--- config.mk ---
export PLATFORM = sky130hd
export DESIGN_NAME = pmt_terminator
export DESIGN_NICKNAME = d
export VERILOG_FILES = /design/src/rtl/pmt_pkg.sv /design/src/rtl/pmt_cfg_reg.sv /design/src/rtl/pmt_byte_cmp.sv /design/src/rtl/pmt_seq.sv /design/src/rtl/pmt_terminator.sv
export SDC_FILE = /design/constraint.sdc
export NUM_CORES = 1
export LEC_CHECK = 0
export CAP_MARGIN = 30
export CORE_MARGIN = 2
export CORE_UTILIZATION = 65
export DETAILED_ROUTE_END_ITERATION = 7
export DONT_BUFFER_PORTS = 1
export GPL_TIMING_DRIVEN = 0
export PLACE_DENSITY = 0.84
export SLEW_MARGIN = 40
export SYNTH_ARGS = -nofsm -noshare
export SYNTH_HDL_FRONTEND = slang
export SYNTH_SLANG_ARGS = --single-unit
--- constraint.sdc ---
create_clock -name clk -period 3 [get_ports clk]
set_input_delay 0.15 -clock clk [delete_from_list [all_inputs] [get_ports clk]]
set_output_delay 0.15 -clock clk [all_outputs]
set_load 0.03 [all_outputs]
--- src/rtl/pmt_pkg.sv ---
package pmt_pkg;
  localparam int unsigned BYTE_W   = 8;
  localparam int unsigned CFG_W    = 4 * BYTE_W;
  localparam int unsigned NUM_PAT  = 2;
  localparam int unsigned PAT0_LSB = 0;
  localparam int unsigned PAT1_LSB = BYTE_W;
  localparam int unsigned RSV_LSB  = 2 * BYTE_W;
  localparam int unsigned SKIP_LSB = 3 * BYTE_W;

  typedef struct packed {
    logic [BYTE_W-1:0] skip;
    logic [BYTE_W-1:0] pat1;
    logic [BYTE_W-1:0] pat0;
  } pmt_cfg_t;

  typedef enum logic {
    ST_IDLE  = 1'b0,
    ST_ARMED = 1'b1
  } pmt_state_t;

  function automatic pmt_cfg_t cfg_from_word(input logic [CFG_W-1:0] w);
    pmt_cfg_t c;
    c.skip = w[SKIP_LSB +: BYTE_W];
    c.pat1 = w[PAT1_LSB +: BYTE_W];
    c.pat0 = w[PAT0_LSB +: BYTE_W];
    return c;
  endfunction

  function automatic logic [CFG_W-1:0] word_from_cfg(input pmt_cfg_t c);
    logic [CFG_W-1:0] w;
    w = '0;
    w[SKIP_LSB +: BYTE_W] = c.skip;
    w[PAT1_LSB +: BYTE_W] = c.pat1;
    w[PAT0_LSB +: BYTE_W] = c.pat0;
    return w;
  endfunction
endpackage

--- src/rtl/pmt_cfg_reg.sv ---
module pmt_cfg_reg
  import pmt_pkg::*;
(
  input  logic             clk,
  input  logic             rst,
  input  logic             wr_en,
  input  logic [CFG_W-1:0] wr_data,
  input  logic             lock,
  output pmt_cfg_t         cfg,
  output logic [CFG_W-1:0] rd_data
);
  pmt_cfg_t cfg_q;

  // Stored fields only; the reserved byte has no flops.
  always_ff @(posedge clk) begin
    if (rst) begin
      cfg_q <= '0;
    end else if (wr_en && !lock) begin
      cfg_q <= cfg_from_word(wr_data);
    end
  end

  assign cfg     = cfg_q;
  assign rd_data = word_from_cfg(cfg_q);
endmodule

--- src/rtl/pmt_byte_cmp.sv ---
module pmt_byte_cmp
  import pmt_pkg::*;
(
  input  logic [BYTE_W-1:0] dat,
  input  pmt_cfg_t          cfg,
  input  logic              skip_en,
  output logic [NUM_PAT-1:0] hit,
  output logic              skip
);
  logic [NUM_PAT-1:0][BYTE_W-1:0] pats;

  assign pats[0] = cfg.pat0;
  assign pats[1] = cfg.pat1;

  for (genvar i = 0; i < NUM_PAT; i++) begin : g_cmp
    assign hit[i] = (dat == pats[i]);
  end

  assign skip = skip_en && (dat == cfg.skip);
endmodule

--- src/rtl/pmt_seq.sv ---
module pmt_seq
  import pmt_pkg::*;
(
  input  logic               clk,
  input  logic               rst,
  input  logic               run,
  input  logic               vld,
  input  logic               two,
  input  logic [NUM_PAT-1:0] hit,
  input  logic               skip,
  output logic               term
);
  pmt_state_t state_q, state_d;
  logic       fire;
  logic       term_q;

  always_comb begin
    state_d = state_q;
    fire    = 1'b0;
    if (!run) begin
      state_d = ST_IDLE;
    end else if (vld && !skip) begin
      if (!two) begin
        fire    = hit[0];
        state_d = ST_IDLE;
      end else if (state_q == ST_ARMED && hit[1]) begin
        fire    = 1'b1;
        state_d = ST_IDLE;
      end else begin
        state_d = hit[0] ? ST_ARMED : ST_IDLE;
      end
    end
  end

  always_ff @(posedge clk) begin
    if (rst) begin
      state_q <= ST_IDLE;
      term_q  <= 1'b0;
    end else begin
      state_q <= state_d;
      term_q  <= fire;
    end
  end

  assign term = term_q;
endmodule

--- src/rtl/pmt_terminator.sv ---
module pmt_terminator
  import pmt_pkg::*;
(
  input  logic              clk,
  input  logic              rst,
  input  logic              cfg_wr_en,
  input  logic [CFG_W-1:0]  cfg_wr_data,
  output logic [CFG_W-1:0]  cfg_rd_data,
  input  logic              chan_en,
  input  logic              pat_two,
  input  logic              skip_en,
  input  logic              byte_vld,
  input  logic [BYTE_W-1:0] byte_dat,
  output logic              term_pulse
);
  pmt_cfg_t           cfg;
  logic [NUM_PAT-1:0] hit;
  logic               skip;

  pmt_cfg_reg u_cfg (
    .clk     (clk),
    .rst     (rst),
    .wr_en   (cfg_wr_en),
    .wr_data (cfg_wr_data),
    .lock    (chan_en),
    .cfg     (cfg),
    .rd_data (cfg_rd_data)
  );

  pmt_byte_cmp u_cmp (
    .dat     (byte_dat),
    .cfg     (cfg),
    .skip_en (skip_en),
    .hit     (hit),
    .skip    (skip)
  );

  pmt_seq u_seq (
    .clk  (clk),
    .rst  (rst),
    .run  (chan_en),
    .vld  (byte_vld),
    .two  (pat_two),
    .hit  (hit),
    .skip (skip),
    .term (term_pulse)
  );
endmodule

Yosys cells after proc, flatten, opt, wreduce, memory -nomap -nowiden
Cells that the tools add are included.

word-level totals
  register bits = 26
  bits of input ports = 47
  word-level logic and storage cells = 23

operators by class
  equal/unequal tests = 3
  mux-type cells = 5
  bitwise logic cells = 2
  reduce and logical (&&, ||, !) cells = 8

operators by type and width
  cell               number
  $eq 8x8->1         3
  $mux 1             5
  $logic_and 1x1->1  4
  $reduce_or 3->1    1
  $logic_not 1->1    2
  $not 1->1          2
  $reduce_or 2->1    1

Longest topological paths before layout
  depth after elaboration = 6
  mapped depth = 5

By module
Synthesis repeated with hierarchy kept, for this count alone.

unflattened totals
  cells, all modules = 186
  area total of the unflattened synthesis = 1,783.0 um^2

modules (own cells, without submodules)
  module        times used  cells each  area an instance (um^2)  seq. area each (um^2)
  pmt_cfg_reg   1           141         1,412.6                  480.5
  pmt_byte_cmp  1           34          267.8                    0.0
  pmt_seq       1           11          102.6                    40.0

Least setup slack after synthesis
Ideal clock, no wire load.

  path type = reg2reg
  start point = reg u_cfg.cfg_q, in the netlist u_cfg.cfg[18]
  end point = reg u_seq.state_q
  library setup time = 0.072 ns
  data arrival time = 1.459 ns
  required time = 2.928 ns
  slack = 1.469 ns
  stages on the path, launching flop included = 6
  path buffers = 0
  clock period less this slack = 1.531 ns
  cells stage by stage = dfxtp_1 > xor2_1 > nor4_1 > nand3_1 > o41ai_2 > mux2i_1

on the way
  longest elaborated chain between the ends = 4

ends and longest elaborated chain
  element                 RTL line            text
  start, declared         pmt_cfg_reg.sv:12   pmt_cfg_t cfg_q;
  start signal, assigned  pmt_cfg_reg.sv:19   cfg_q <= cfg_from_word(wr_data);
  $eq 8x8->1              pmt_byte_cmp.sv:19  assign skip = skip_en && (dat == cfg.skip);
  $logic_and 1x1->1       pmt_byte_cmp.sv:19
  $logic_not 1->1         pmt_seq.sv:22       end else if (vld && !skip) begin
  $logic_and 1x1->1       pmt_seq.sv:22
  end signal, assigned    pmt_seq.sv:40       state_q <= state_d;
  end, declared           pmt_seq.sv:13       pmt_state_t state_q, state_d;

No other way between the ends.
A chain may end at the register's enable or synchronous reset.

Worst setup path after layout
Same ends and word-level chain as after synthesis.

==> flow_summary.yaml <==
worst_setup_path:
  rr_worst_depth: 5
  startpoint_type: "flip-flop"
  cp.required_ns: 3.26
  r2r-start: "u_cfg.cfg[18]$_SDFFE_PP0P_"
  path_class: "flip-flop to flip-flop"
  arrival_ns: 1.97
  r2r_slack_ns: 1.29
  slowest_stage: "dfxtp_1"
  endpoint_kind: "flip-flop"
  cpPeakStageDelay_ns: 0.59
  crit_chain: "xor2_1, nor4_1, nand3_1, o41ai_2, mux2i_1"
  path_max_fanout: 3
  r2r-end: "u_seq.state_q$_SDFFE_PP0P_"
logic_synthesis:
  ys_ff_latch: 26
  ys_seq_area_share_pct: 41.60
  avgSynthCellArea_um2: 7.869
  yosysWarnings: 0
  syn_area_um2: 1251
  synthCells: 159
  synth_cell_types: 19
clock_tree:
  cts_tree: "built"
  clk_pin_slew_ns: 0.14
  ctsHtreeMaxLevel: 1
  root_buffer: "clkbuf_4"
  clk_latency_ns: 0.32
  clkSinkCount: 26
  ctsResizeCount: 0
  cts_buffers: 3
  cts.path.max_buffers: 2
grt:
  grt_remaining_overflow: 0
  grt_max_degree: 14
  antenna_found_initial: 0
  grt_pass1_wl_mm: 6.147
  grt_pass1_vias: 1319
  track_usage_pct: 40.37
route:
  wl_per_cell_um: 18.90
  drt_drc_violations_left: 0
  vias: 1365
  drtIter0Drc: 105
  totalWireLength_mm: 4.157
  via_per_inst: 6.205
  firstDrtPassIters: 6
  final_antenna_net_count: 0
timing:
  setup_viol: 0
  fin_crit_sh_pct: 56.93
  whs_ns: 0.05535
  rsz0062_at_grt: "no"
  tightest_slew_ns: 0.5489
  finClkSkew_ns: 0.005328
  finalHoldViolCount: 0
  slew_violations: 0
  tns_ns: 0
  maxSlewHeadroom_pct: 63.41
  fmax_mhz: 585.6
  setup_ws_ns: 1.292
  period_needed_ns: 1.708
placed_design:
  place_area_um2: 1309
  dp_hpwl_mm: 2.107
  place_ws_ns: 1.357
  post-place-cells: 191
  port_buffers: 0
  gp_congestion: 0.8195
run_status:
  outcome: "completed"
layout:
  nets: 244
  final_util_pct: 90.21
  syn_to_final_growth_pct: 27.20
  antenna_cells: 0
  fin_cells: 220
  mostFrequentLayoutCells: "50 x nand2_1, 26 x dlygate4sd3_1, 26 x dfxtp_1"
  drive_gt1_share_pct: 6.154
  final_common_cell: "nand2_1"
  fin_area_um2: 1592
floorplan:
  die_w_um: 47.88
  start_util_pct: 70.92
  die_h_um: 47.88
  design.portCount: 80
  rows: 15
  dieArea_um2: 2292
  core_area_um2: 1764
pwr:
  ir_drop_v: 0.0003972
  power.density_nw_per_um2: 433.2
  power_uw: 689.4
  p_leak_nw: 0.5907
min_path:
  holdPathStages: 2
  holdCritPathClass: "input port to flip-flop"
  worst_hold_path.endpoint: "u_seq.term$_SDFF_PP0_"
  min_from: "pat_two"
job:
  drv_cap: 0
[sequential cells by signal, indices dropped and copies added, names as in the netlist]
signal         cells
u_seq.state_q      1
u_cfg.cfg         24
u_seq.term         1
[power breakdown]
group,internal [mW],leakage (nW),total [mW],switching (mW)
Combinational,0.0622,0.365,0.130,0.0678
Clock,0.0471,0.0138,0.152,0.105
Sequential,0.360,0.212,0.407,0.0468
[area by class of cell]
| class | count | area [um^2] |
|---|---|---|
| Sequential cell | 26 | 520.5 |
| Clock buffer | 3 | 22.52 |
| Timing Repair Buffer | 26 | 260.3 |
| Buffer | 17 | 93.84 |
| Fill cell | 87 | 172.7 |
| Multi-Input combinational cell | 123 | 663.1 |
| Tap cell | 25 | 31.28 |
[synthesized netlist by cell type]
library cell	number	share of area [%]
a21oi_1	25	10
buf_4	8	4.8
clkbuf_1	9	2.7
conb_1	1	0.30
dfxtp_1	26	42
mux2i_1	1	0.80
nand2_1	50	15
nand2b_1	1	0.50
nand3_1	2	0.80
nand4_1	3	1.5
nand4b_1	1	0.70
nor2_1	1	0.30
nor2b_1	2	1.0
nor3_1	2	0.80
nor3b_1	1	0.60
nor4_1	1	0.50
o41ai_2	1	1.3
xnor2_1	17	12
xor2_1	7	4.9
[worst max-delay path, delay by kind of cell, from the launching register on]
kind / cells / cell delay (ns)
flops: 1 / 0.59
mux: 1 / 0.22
compound gates: 1 / 0.29
simple gates: 2 / 0.42
xor+xnor: 1 / 0.13
[per-layer routing]
layer  GRT usage [%]  vias up  share of wire [%]
met5               0        -                  0
li1                -      576                  -
met2           66.13      140                 46
met1           44.75      597                 32
met4           24.32        0                7.7
met3           13.96       52                 14
[cell families (layout without fill, tap and decap cells)]
group / Yosys count / in the layout / share of synthesized area (%)
DFF: 26 / 26 / 41.60
xor gates and xnor gates: 24 / 24 / 16.80
AOI/OAI and AO/OA: 26 / 26 / 11.30
and+or+nand+nor: 64 / 64 / 21.70
other: 1 / 8 / 0.2997
buffers and inverters: 17 / 46 / 7.500
muxes: 1 / 1 / 0.8000
[repair_timing]
| item | CTS | global route |
|---|---|---|
| endpoints found under the setup margin | 0 | 0 |
| buffers inserted | 0 | 0 |
| hold endpoints to repair | 26 | 1 |
| hold buffers | 25 | 1 |
[worst max path at each step]
stage | start | end | slack (ns) | cells past startpoint
after CTS | u_cfg.cfg[18]$_SDFFE_PP0P_ | u_seq.state_q$_SDFFE_PP0P_ | 1.33 | 5
after detailed placement | u_cfg.cfg[18]$_SDFFE_PP0P_ | u_seq.state_q$_SDFFE_PP0P_ | 1.36 | 5
after floorplan | u_cfg.cfg[18]$_SDFFE_PP0P_ | u_seq.state_q$_SDFFE_PP0P_ | 1.47 | 5
after global placement | u_cfg.cfg[18]$_SDFFE_PP0P_ | u_seq.state_q$_SDFFE_PP0P_ | 1.37 | 5
after global routing | u_cfg.cfg[18]$_SDFFE_PP0P_ | u_seq.state_q$_SDFFE_PP0P_ | 1.13 | 5
final | u_cfg.cfg[18]$_SDFFE_PP0P_ | u_seq.state_q$_SDFFE_PP0P_ | 1.29 | 5
No activity file was read; power rests on OpenSTA's default activity.
